**config.mk**
```make
export PLATFORM = sky130hd
export DESIGN_NAME = dram_bank_tracker
export DESIGN_NICKNAME = d
export VERILOG_FILES = /design/src/rtl/dram_cmd_pkg.sv /design/src/rtl/dram_cmd_decode.sv /design/src/rtl/dram_bank_slot.sv /design/src/rtl/dram_cmd_check.sv /design/src/rtl/dram_bank_tracker.sv
export SDC_FILE = /design/constraint.sdc
export NUM_CORES = 1
export LEC_CHECK = 0
export BUFFER_PORTS_ARGS = -buffer_cell sky130_fd_sc_hd__buf_2
export CELL_PAD_IN_SITES_DETAIL_PLACEMENT = 1
export CELL_PAD_IN_SITES_GLOBAL_PLACEMENT = 2
export CORE_MARGIN = 2
export CORE_UTILIZATION = 36
export CTS_BUF_LIST = sky130_fd_sc_hd__clkbuf_8 sky130_fd_sc_hd__clkbuf_16
export CTS_CLUSTER_SIZE = 30
export DETAILED_ROUTE_END_ITERATION = 8
export GPL_TIMING_DRIVEN = 0
export PLACE_DENSITY = 0.94
export SLEW_MARGIN = 20
export SYNTH_ARGS = -nofsm -noshare
export SYNTH_HDL_FRONTEND = slang
export SYNTH_SLANG_ARGS = --single-unit
export TNS_END_PERCENT = 100
```
**constraint.sdc**
```tcl
create_clock -name clk_i -period 2.2 [get_ports clk_i]
set_input_delay 0 -clock clk_i [delete_from_list [all_inputs] [get_ports clk_i]]
set_output_delay 0 -clock clk_i [all_outputs]
set_load 0.005 [all_outputs]
```
**src/rtl/dram_cmd_pkg.sv**
```systemverilog
package dram_cmd_pkg;
  localparam int unsigned NUM_BANKS = 4;
  localparam int unsigned ROW_W     = 12;
  localparam int unsigned BA_W      = $clog2(NUM_BANKS);
  localparam int unsigned PALL_BIT  = 8;

  typedef enum logic [3:0] {
    CMD_DESEL = 4'd0,
    CMD_NOP   = 4'd1,
    CMD_ACT   = 4'd2,
    CMD_RD    = 4'd3,
    CMD_WR    = 4'd4,
    CMD_PRE   = 4'd5,
    CMD_PREA  = 4'd6,
    CMD_REF   = 4'd7,
    CMD_MRS   = 4'd8,
    CMD_EMRS  = 4'd9
  } cmd_e;
endpackage

```
**src/rtl/dram_cmd_decode.sv**
```systemverilog
module dram_cmd_decode
  import dram_cmd_pkg::*;
(
  input  logic cke_i,
  input  logic cs_ni,
  input  logic ras_ni,
  input  logic cas_ni,
  input  logic we_ni,
  input  logic ba0_i,
  input  logic pall_i,
  output cmd_e cmd_o
);
  always_comb begin
    cmd_o = CMD_DESEL;
    if (cke_i && !cs_ni) begin
      case ({ras_ni, cas_ni, we_ni})
        3'b011:  cmd_o = CMD_ACT;
        3'b101:  cmd_o = CMD_RD;
        3'b100:  cmd_o = CMD_WR;
        3'b010:  cmd_o = pall_i ? CMD_PREA : CMD_PRE;
        3'b001:  cmd_o = CMD_REF;
        3'b000:  cmd_o = ba0_i ? CMD_EMRS : CMD_MRS;
        default: cmd_o = CMD_NOP;
      endcase
    end
  end
endmodule

```
**src/rtl/dram_bank_slot.sv**
```systemverilog
module dram_bank_slot #(
  parameter int unsigned ROW_W = 12
) (
  input  logic             clk_i,
  input  logic             rst_ni,
  input  logic             open_i,
  input  logic             close_i,
  input  logic [ROW_W-1:0] row_i,
  output logic             active_o,
  output logic [ROW_W-1:0] row_o
);
  always_ff @(posedge clk_i or negedge rst_ni) begin
    if (!rst_ni) begin
      active_o <= 1'b0;
      row_o    <= '0;
    end else if (open_i) begin
      active_o <= 1'b1;
      row_o    <= row_i;
    end else if (close_i) begin
      active_o <= 1'b0;
    end
  end

  AST_OPEN_LATCH: assert property (@(posedge clk_i) disable iff (!rst_ni)
    open_i |=> active_o && row_o == $past(row_i));
  AST_CLOSE_IDLE: assert property (@(posedge clk_i) disable iff (!rst_ni)
    close_i |=> !active_o);
endmodule

```
**src/rtl/dram_cmd_check.sv**
```systemverilog
module dram_cmd_check
  import dram_cmd_pkg::*;
#(
  parameter int unsigned BANKS = 4,
  parameter int unsigned BAW   = 2
) (
  input  logic             clk_i,
  input  logic             rst_ni,
  input  logic             cke_i,
  input  cmd_e             cmd_i,
  input  logic [BAW-1:0]   ba_i,
  input  logic [BANKS-1:0] bank_active_i,
  output logic             illegal_o,
  output logic             pd_pre_o,
  output logic             pd_act_o
);
  logic cke_q;
  logic sel_open, any_open, bad;

  assign sel_open = bank_active_i[ba_i];
  assign any_open = |bank_active_i;

  always_comb begin
    case (cmd_i)
      CMD_RD, CMD_WR:    bad = !sel_open;
      CMD_ACT:           bad = sel_open;
      CMD_REF:           bad = any_open;
      CMD_MRS, CMD_EMRS: bad = any_open || !cke_q;
      default:           bad = 1'b0;
    endcase
  end

  always_ff @(posedge clk_i or negedge rst_ni) begin
    if (!rst_ni) begin
      cke_q     <= 1'b0;
      illegal_o <= 1'b0;
      pd_pre_o  <= 1'b0;
      pd_act_o  <= 1'b0;
    end else begin
      cke_q     <= cke_i;
      illegal_o <= bad;
      pd_pre_o  <= cke_q && !cke_i && !any_open;
      pd_act_o  <= cke_q && !cke_i && any_open;
    end
  end

  AST_PD_PRE_PULSE: assert property (@(posedge clk_i) disable iff (!rst_ni)
    pd_pre_o |=> !pd_pre_o);
  AST_PD_ACT_PULSE: assert property (@(posedge clk_i) disable iff (!rst_ni)
    pd_act_o |=> !pd_act_o);
endmodule

```
**src/rtl/dram_bank_tracker.sv**
```systemverilog
module dram_bank_tracker
  import dram_cmd_pkg::*;
#(
  parameter int unsigned BANKS = NUM_BANKS,
  parameter int unsigned RW    = ROW_W,
  parameter int unsigned PBIT  = PALL_BIT,
  localparam int unsigned BAW  = $clog2(BANKS)
) (
  input  logic                clk_i,
  input  logic                rst_ni,
  input  logic                cke_i,
  input  logic                cs_ni,
  input  logic                ras_ni,
  input  logic                cas_ni,
  input  logic                we_ni,
  input  logic [BAW-1:0]      ba_i,
  input  logic [RW-1:0]       addr_i,
  output logic [3:0]          cmd_o,
  output logic                illegal_o,
  output logic [BANKS-1:0]    bank_active_o,
  output logic [BANKS*RW-1:0] open_row_o,
  output logic                pd_pre_o,
  output logic                pd_act_o
);
  cmd_e cmd_d, cmd_q;

  dram_cmd_decode i_decode (
    .cke_i  (cke_i),
    .cs_ni  (cs_ni),
    .ras_ni (ras_ni),
    .cas_ni (cas_ni),
    .we_ni  (we_ni),
    .ba0_i  (ba_i[0]),
    .pall_i (addr_i[PBIT]),
    .cmd_o  (cmd_d)
  );

  for (genvar b = 0; b < BANKS; b++) begin : g_bank
    logic open_b, close_b;
    assign open_b  = (cmd_d == CMD_ACT) && (ba_i == BAW'(b)) && !bank_active_o[b];
    assign close_b = (cmd_d == CMD_PREA) || ((cmd_d == CMD_PRE) && (ba_i == BAW'(b)));
    dram_bank_slot #(.ROW_W(RW)) i_slot (
      .clk_i    (clk_i),
      .rst_ni   (rst_ni),
      .open_i   (open_b),
      .close_i  (close_b),
      .row_i    (addr_i),
      .active_o (bank_active_o[b]),
      .row_o    (open_row_o[b*RW +: RW])
    );
  end

  dram_cmd_check #(.BANKS(BANKS), .BAW(BAW)) i_check (
    .clk_i         (clk_i),
    .rst_ni        (rst_ni),
    .cke_i         (cke_i),
    .cmd_i         (cmd_d),
    .ba_i          (ba_i),
    .bank_active_i (bank_active_o),
    .illegal_o     (illegal_o),
    .pd_pre_o      (pd_pre_o),
    .pd_act_o      (pd_act_o)
  );

  always_ff @(posedge clk_i or negedge rst_ni) begin
    if (!rst_ni) cmd_q <= CMD_DESEL;
    else         cmd_q <= cmd_d;
  end
  assign cmd_o = cmd_q;

  AST_RW_IDLE_FLAG: assert property (@(posedge clk_i) disable iff (!rst_ni)
    ((cmd_d == CMD_RD || cmd_d == CMD_WR) && !bank_active_o[ba_i]) |=> illegal_o);
  AST_ACT_BUSY_KEEP: assert property (@(posedge clk_i) disable iff (!rst_ni)
    (cmd_d == CMD_ACT && bank_active_o[ba_i]) |=> illegal_o && $stable(open_row_o));
  AST_REF_IDLE: assert property (@(posedge clk_i) disable iff (!rst_ni)
    (cmd_o == CMD_REF && !illegal_o) |-> bank_active_o == '0);
  AST_DESEL_HOLD: assert property (@(posedge clk_i) disable iff (!rst_ni)
    (cmd_o == CMD_DESEL) |-> $stable(bank_active_o));
endmodule

```
# Yosys cells after proc, flatten, opt, wreduce, memory -nomap -nowiden
# Cells that the tools add are included.
dict set report word_totals {
  reg_bits 60
  latch_bits 0
  ram_bits 0
  romBits 0
  in_bits 21
  output_inout_bits 59
  memories 0
}
dict set report op_classes {
  addsub 0
  mul 0
  div_mod_pow 0
  n_lt_le_gt_ge 1
  n_eq_ne 16
  n_shift 0
  muxes 15
  n_bitwise 0
  reduce_logical 39
}
# cell count
set ops {}
lappend ops {{$pmux W4 S6} 1}
lappend ops {{$eq A4 B3 Y1 const B} 4}
lappend ops {{$logic_and A1 B1 Y1} 16}
lappend ops {{$mux W1} 10}
lappend ops {{$logic_not A1 Y1} 9}
lappend ops {{$eq A4 B2 Y1 const B} 2}
lappend ops {{$eq A4 B4 Y1 const B} 2}
lappend ops {{$reduce_bool A2 Y1} 4}
lappend ops {{$eq A3 B2 Y1 const B} 2}
lappend ops {{$eq A3 B3 Y1 const B} 2}
lappend ops {{$logic_or A1 B1 Y1} 5}
lappend ops {{$eq A2 B2 Y1 const B} 2}
lappend ops {{$mux W4} 1}
lappend ops {{$pmux W1 S4} 1}
lappend ops {{$reduce_or A2 Y1} 2}
lappend ops {{$reduce_or A4 Y1} 1}
lappend ops {{$eq A3 B1 Y1 const B} 1}
lappend ops {{$logic_not A3 Y1} 1}
lappend ops {{$lt A2 B3 Y1 const B} 1}
lappend ops {{$bmux W1 S2} 1}
lappend ops {{$eq A2 B1 Y1 const B} 1}
lappend ops {{$logic_not A2 Y1} 1}
lappend ops {{$mux W2} 1}

# Logic depth before layout (Yosys ltp)
dict set report logic_depth {
  ltp_word 8
  ltp_mapped 7
  depth_no_buf 4
}

# Modules after synthesis
# A second synthesis with hierarchy kept.
dict set report hier_totals {
  hier_cells 164
  hier_area_um2 2613.8
}
# mod instances cells_each area_each_um2
set by_module_without_submodules {}
lappend by_module_without_submodules {dram_bank_slot 4 28 518.0}
lappend by_module_without_submodules {dram_cmd_check 1 19 227.7}
lappend by_module_without_submodules {dram_bank_tracker 1 19 225.2}
lappend by_module_without_submodules {dram_cmd_decode 1 14 88.8}

# Least setup slack after synthesis
# No wires, ideal clock.
dict set report synth_path {
  path_kind {register to register}
  from {reg g_bank[0].i_slot.active_o}
  to {reg g_bank[0].i_slot.row_o[0]}
  t_arrival_ns 1.399
  t_required_ns 2.075
  slack_ns 0.676
  stages_incl_launch_ff 4
  n_path_buf 1
  path_cell_list {dfrtp_1 -> nor4_2 -> buf_2 -> mux2_2}
}
dict set report synth_via {
  elab_chain_cells 2
}
# item line_no
set synth_lines {}
lappend synth_lines {{start, declared} dram_bank_slot.sv:9} ;# output logic active_o,
lappend synth_lines {{start signal, assigned} dram_bank_slot.sv:14} ;# active_o <= 1'b0;
lappend synth_lines {{start signal, assigned} dram_bank_slot.sv:17} ;# active_o <= 1'b1;
lappend synth_lines {{start signal, assigned} dram_bank_slot.sv:20} ;# active_o <= 1'b0;
lappend synth_lines {{$logic_not A1 Y1} dram_bank_tracker.sv:40} ;# assign open_b = (cmd_d == CMD_ACT) && (ba_i == BAW'(b)) && !bank_active_o[b];
lappend synth_lines {{$logic_and A1 B1 Y1} dram_bank_tracker.sv:40}
lappend synth_lines {{end signal, assigned} dram_bank_slot.sv:18} ;# row_o <= row_i;
lappend synth_lines {{end, declared} dram_bank_slot.sv:10} ;# output logic [ROW_W-1:0] row_o
# Every way passes these cells.
# A chain may end at the register's enable or synchronous reset.

# Final worst setup path
dict set report layout_path {
  from {in cs_ni}
  to {reg g_bank[2].i_slot.row_o[4]}
}
dict set report layout_via {
  elab_chain_cells 6
}
# item line_no
set layout_lines {}
lappend layout_lines {{start, declared} dram_bank_tracker.sv:12} ;# input logic cs_ni,
lappend layout_lines {{$logic_not A1 Y1} dram_cmd_decode.sv:15} ;# if (cke_i && !cs_ni) begin
lappend layout_lines {{$logic_and A1 B1 Y1} dram_cmd_decode.sv:15}
lappend layout_lines {{$mux W4} dram_cmd_decode.sv:15}
lappend layout_lines {{$eq A4 B2 Y1} dram_bank_tracker.sv:40}
lappend layout_lines {{$logic_and A1 B1 Y1 (2 in a row)} dram_bank_tracker.sv:40}
lappend layout_lines {{end signal, assigned} dram_bank_slot.sv:18}
lappend layout_lines {{end, declared} dram_bank_slot.sv:10}
# Every way passes these cells.

==> results.txt <==
- Synthesis produced a netlist with a net count of 192.
* P_sw: 665.6 µW
- Final critical path time including I/O delays and setup: 2.032 ns
- Detailed-route wire length: 5835 µm
- Starting density of the core: 0.3719
* Slew of the pin with the lowest slew margin: 0.7564 ns
* Maximum number of pins on one net before global-route repair: 61
- Area growth, synth to finish: 32.27%
- Net total in the final layout: 293
* Average vias per placed instance: 4.829
- Internal Power: 1962 µW
- Of the total power, the share spent switching nets is 0.2533.
- Area used by sequential logic in the layout: 0.001501 mm²
- At the worst endpoint, the arrival time is 2.24 ns.
- Buffer cell driving the clock tree root: sky130_fd_sc_hd__clkbuf_8
- Setup violations remaining at the end of the flow were counted as 0.
- Floorplan row count: 30
* TritonCTS sink count: 60
* Sum of negative setup slack: 0 ns
- The share of total power dissipated in combinational logic is 0.171.
- Post-CTS Setup Repair Bufs: 0
* Crit start category: input port
- Clock-pin slew was measured on the worst setup and hold paths at 0.06 ns.
- After the first detailed-routing iteration, the DRC count stood at 50.
* R2R depth: 3
* DIE AREA: 0.007663 mm²
* Gr usage total: 0.1646
- Number of hold violations in the final report: 0
* Unique masters post-synth: 36
- The path class of the tightest hold or removal check is input port to register.
* Maximum achievable frequency: 492.2 MHz
- Number of port buffers: 74
- Yosys warning total: 0
* Kind of critical path: input port to register
* First drt pass iteration count: 4
* RePlAce Congestion: 0.7829
* Die W: 87.54 µm
- In this run the power density over the cells is 790.6 mW/mm².
* Post-synthesis register bit count: 60
* Remaining max-slew budget at the tightest pin: 0.4957
- Layout cell share with drive strength beyond 1: 0.5471
- Max VDD drop: 321.7 µV
* Worst endpoint required time: 2.41 ns
- TritonCTS built the clock tree.
- Filler Cells Inserted: 736
- Summed over all cells, the static leakage comes to 0.001801 µW.
- Overall die height: 87.54 µm
- Avg WL per Cell: 16.39 µm
* Hold Path Stages: 3
* Outcome: completed
- Fraction of power consumed by sequential logic: 0.507
* Max Root-Sink Buffers: 2
- The multi-input combinational cells in the finished layout cover a total of 909.6 µm².
* Post-synthesis cell count: 171
- GRT overflow: 0
- Cts bufs inserted: 9
- Core Footprint: 0.006756 mm²
- Remaining DRCs: 0
- For this run, the register share of the synthesized area comes to 0.5976.
* Count of antenna diodes in the layout: 0
- Leading cell types in the layout, fill and taps excluded: sky130_fd_sc_hd__buf_2, sky130_fd_sc_hd__dfrtp_1, sky130_fd_sc_hd__mux2_2
* Fin crit share: 0.9235
* First-pass GRT wire length: 9252 µm
* Max Fanout on Critical Path: 10
* Part of the total power dissipated in the clock network: 0.322
- For the worst-skew pair, the clock arrives at the later sink with an insertion delay of 0.33 ns.
- Reported max-cap violation count: 0
* Clock Skew: 0.004993 ns
- Mean cell area of the mapped netlist: 14.69 µm²
- Number of top-level pins: 80
- The H-tree was split into 3 levels.
- Across all hold checks on the routed design, the worst slack comes to 0.08087 ns.
* Final HPWL from detailed placement: 3912 µm
* Via count: 1,719
- The via count of the first global-routing pass is 1,763.
* Final Slew Violations: 0
- RSZ-0062 raised after global routing: false
- Number of nets with antenna violations after routing: 0
- Initial antenna violation count: 0
* Combined area of all synthesized cells: 0.002512 mm²
- The library cell used most frequently in the layout, excluding fill and tap cells, is sky130_fd_sc_hd__buf_2.
- Endpoint class of the critical path: register
## metrics by stage
step / instance area (µm²) / instances / setup WS (ns) / util / power (µW)
global placement: 2983 / 325 / 0.3098 / 0.4415 / 1763
CTS: 3314 / 356 / 0.09727 / 0.4906 / 2668
detailed placement: 2985 / 325 / 0.2762 / 0.4419 / 1786
finish: 3323 / 356 / 0.1682 / 0.4919 / 2627
global route: 3323 / 356 / 0.05818 / 0.4919 / 2789
floorplan: 2512 / 171 / 0.6765 / - / 1549
## layer usage
metal	vias up	global-route usage	part of all wire	wire length, µm
li1	813	-	-	-
met3	9	0.03582	0.042	245
met4	0	0.09231	0.023	134
met1	846	0.2232	0.46	2667
met5	-	0	0	0
met2	51	0.2452	0.48	2787
## cell families after synthesis
family / count (synthesis) / synth area share
AOI/OAI and AO/OA: 15 / 0.04134
buffers and inverters: 17 / 0.04383
and+or+nand+nor: 29 / 0.07620
DFF: 60 / 0.5976
muxes: 49 / 0.2375
xor gates and xnor gates: 1 / 0.003487
## synth_stat cells, drive strengths merged
cell type   n  area [µm²]
nor4        2       18.77
nand3b      1       7.510
and2b       1       7.510
o211a       1       10.01
o2111ai     1       8.760
buf        12       91.34
clkbuf      3       11.26
nand2b      3       18.77
or3         1       6.260
xor2        1       8.760
o21ai       5       25.02
mux2       48       574.3
nor3b       1       7.510
nand3       5       25.02
and2        1       6.260
and3        1       6.260
a211o       1       8.760
inv         2       7.510
o311ai      2       17.52
a211oi      1       7.510
mux4        1       22.52
nand2       4       15.01
or3b        1       8.760
o21bai      1       7.510
a31o        1       8.760
or4         1       7.510
nor2        4       15.01
nor4b       2       32.53
and3b       1       8.760
a21oi       2       10.01
dfrtp      60        1501
## power by group through the flow
stage          Sequential (µW)  Clock, µW  Combinational [µW]
4_1_cts                   1330        877                 458
2_1_floorplan             1350          0                 201
6_report                  1330        845                 450
3_3_place_gp              1340          0                 419
3_5_place_dp              1350          0                 435
5_1_grt                   1350        936                 501
## layout make-up
| cell class | count | area share |
|---|---|---|
| Sequential cell | 60 | 0.4518 |
| Buffer | 15 | 0.03087 |
| Clock inverter | 4 | 0.005271 |
| Clock buffer | 11 | 0.04556 |
| Multi-Input combinational cell | 94 | 0.2737 |
| Tap cell | 80 | 0.03012 |
| Inverter | 2 | 0.002259 |
| Timing Repair Buffer | 90 | 0.1604 |
## state kept, by name, summed over array words and instances, names as in the netlist
register                cells
cmd_o                       4
g_bank.i_slot.active_o      4
g_bank.i_slot.row_o        48
i_check.cke_q               1
i_check.illegal_o           1
i_check.pd_act_o            1
i_check.pd_pre_o            1
## final timing paths
path / slack, ns / to / startpoint
max: 0.17 / g_bank[2].i_slot.row_o[4] / cs_ni
min: 0.08 / cmd_o[2] / cas_ni
min reg2reg: 0.50 / g_bank[2].i_slot.row_o[10] / g_bank[2].i_slot.row_o[10]
max reg2reg: 0.48 / g_bank[0].i_slot.row_o[6] / g_bank[0].i_slot.active_o
max in group asynchronous: 1.41 / cmd_o[1] / rst_ni
min in group asynchronous: 0.28 / g_bank[2].i_slot.row_o[1] / rst_ni
## repair_timing
action | 4_1_cts | 5_1_grt
hold buffers | 16 | 0
hold endpoints to repair | 109 | 0
gates resized for setup | 0 | 1
endpoints found under the setup margin | 0 | 9
## worst max-delay path: stages
cell	delay, ns
sky130_fd_sc_hd__dlygate4sd3_1	0.56
sky130_fd_sc_hd__buf_2	0.14
sky130_fd_sc_hd__and2b_1	0.30
sky130_fd_sc_hd__nand2_1	0.18
sky130_fd_sc_hd__nor4b_4	0.40
sky130_fd_sc_hd__buf_4	0.30
sky130_fd_sc_hd__mux2_2	0.36
No activity file was read; power rests on OpenSTA's default activity.
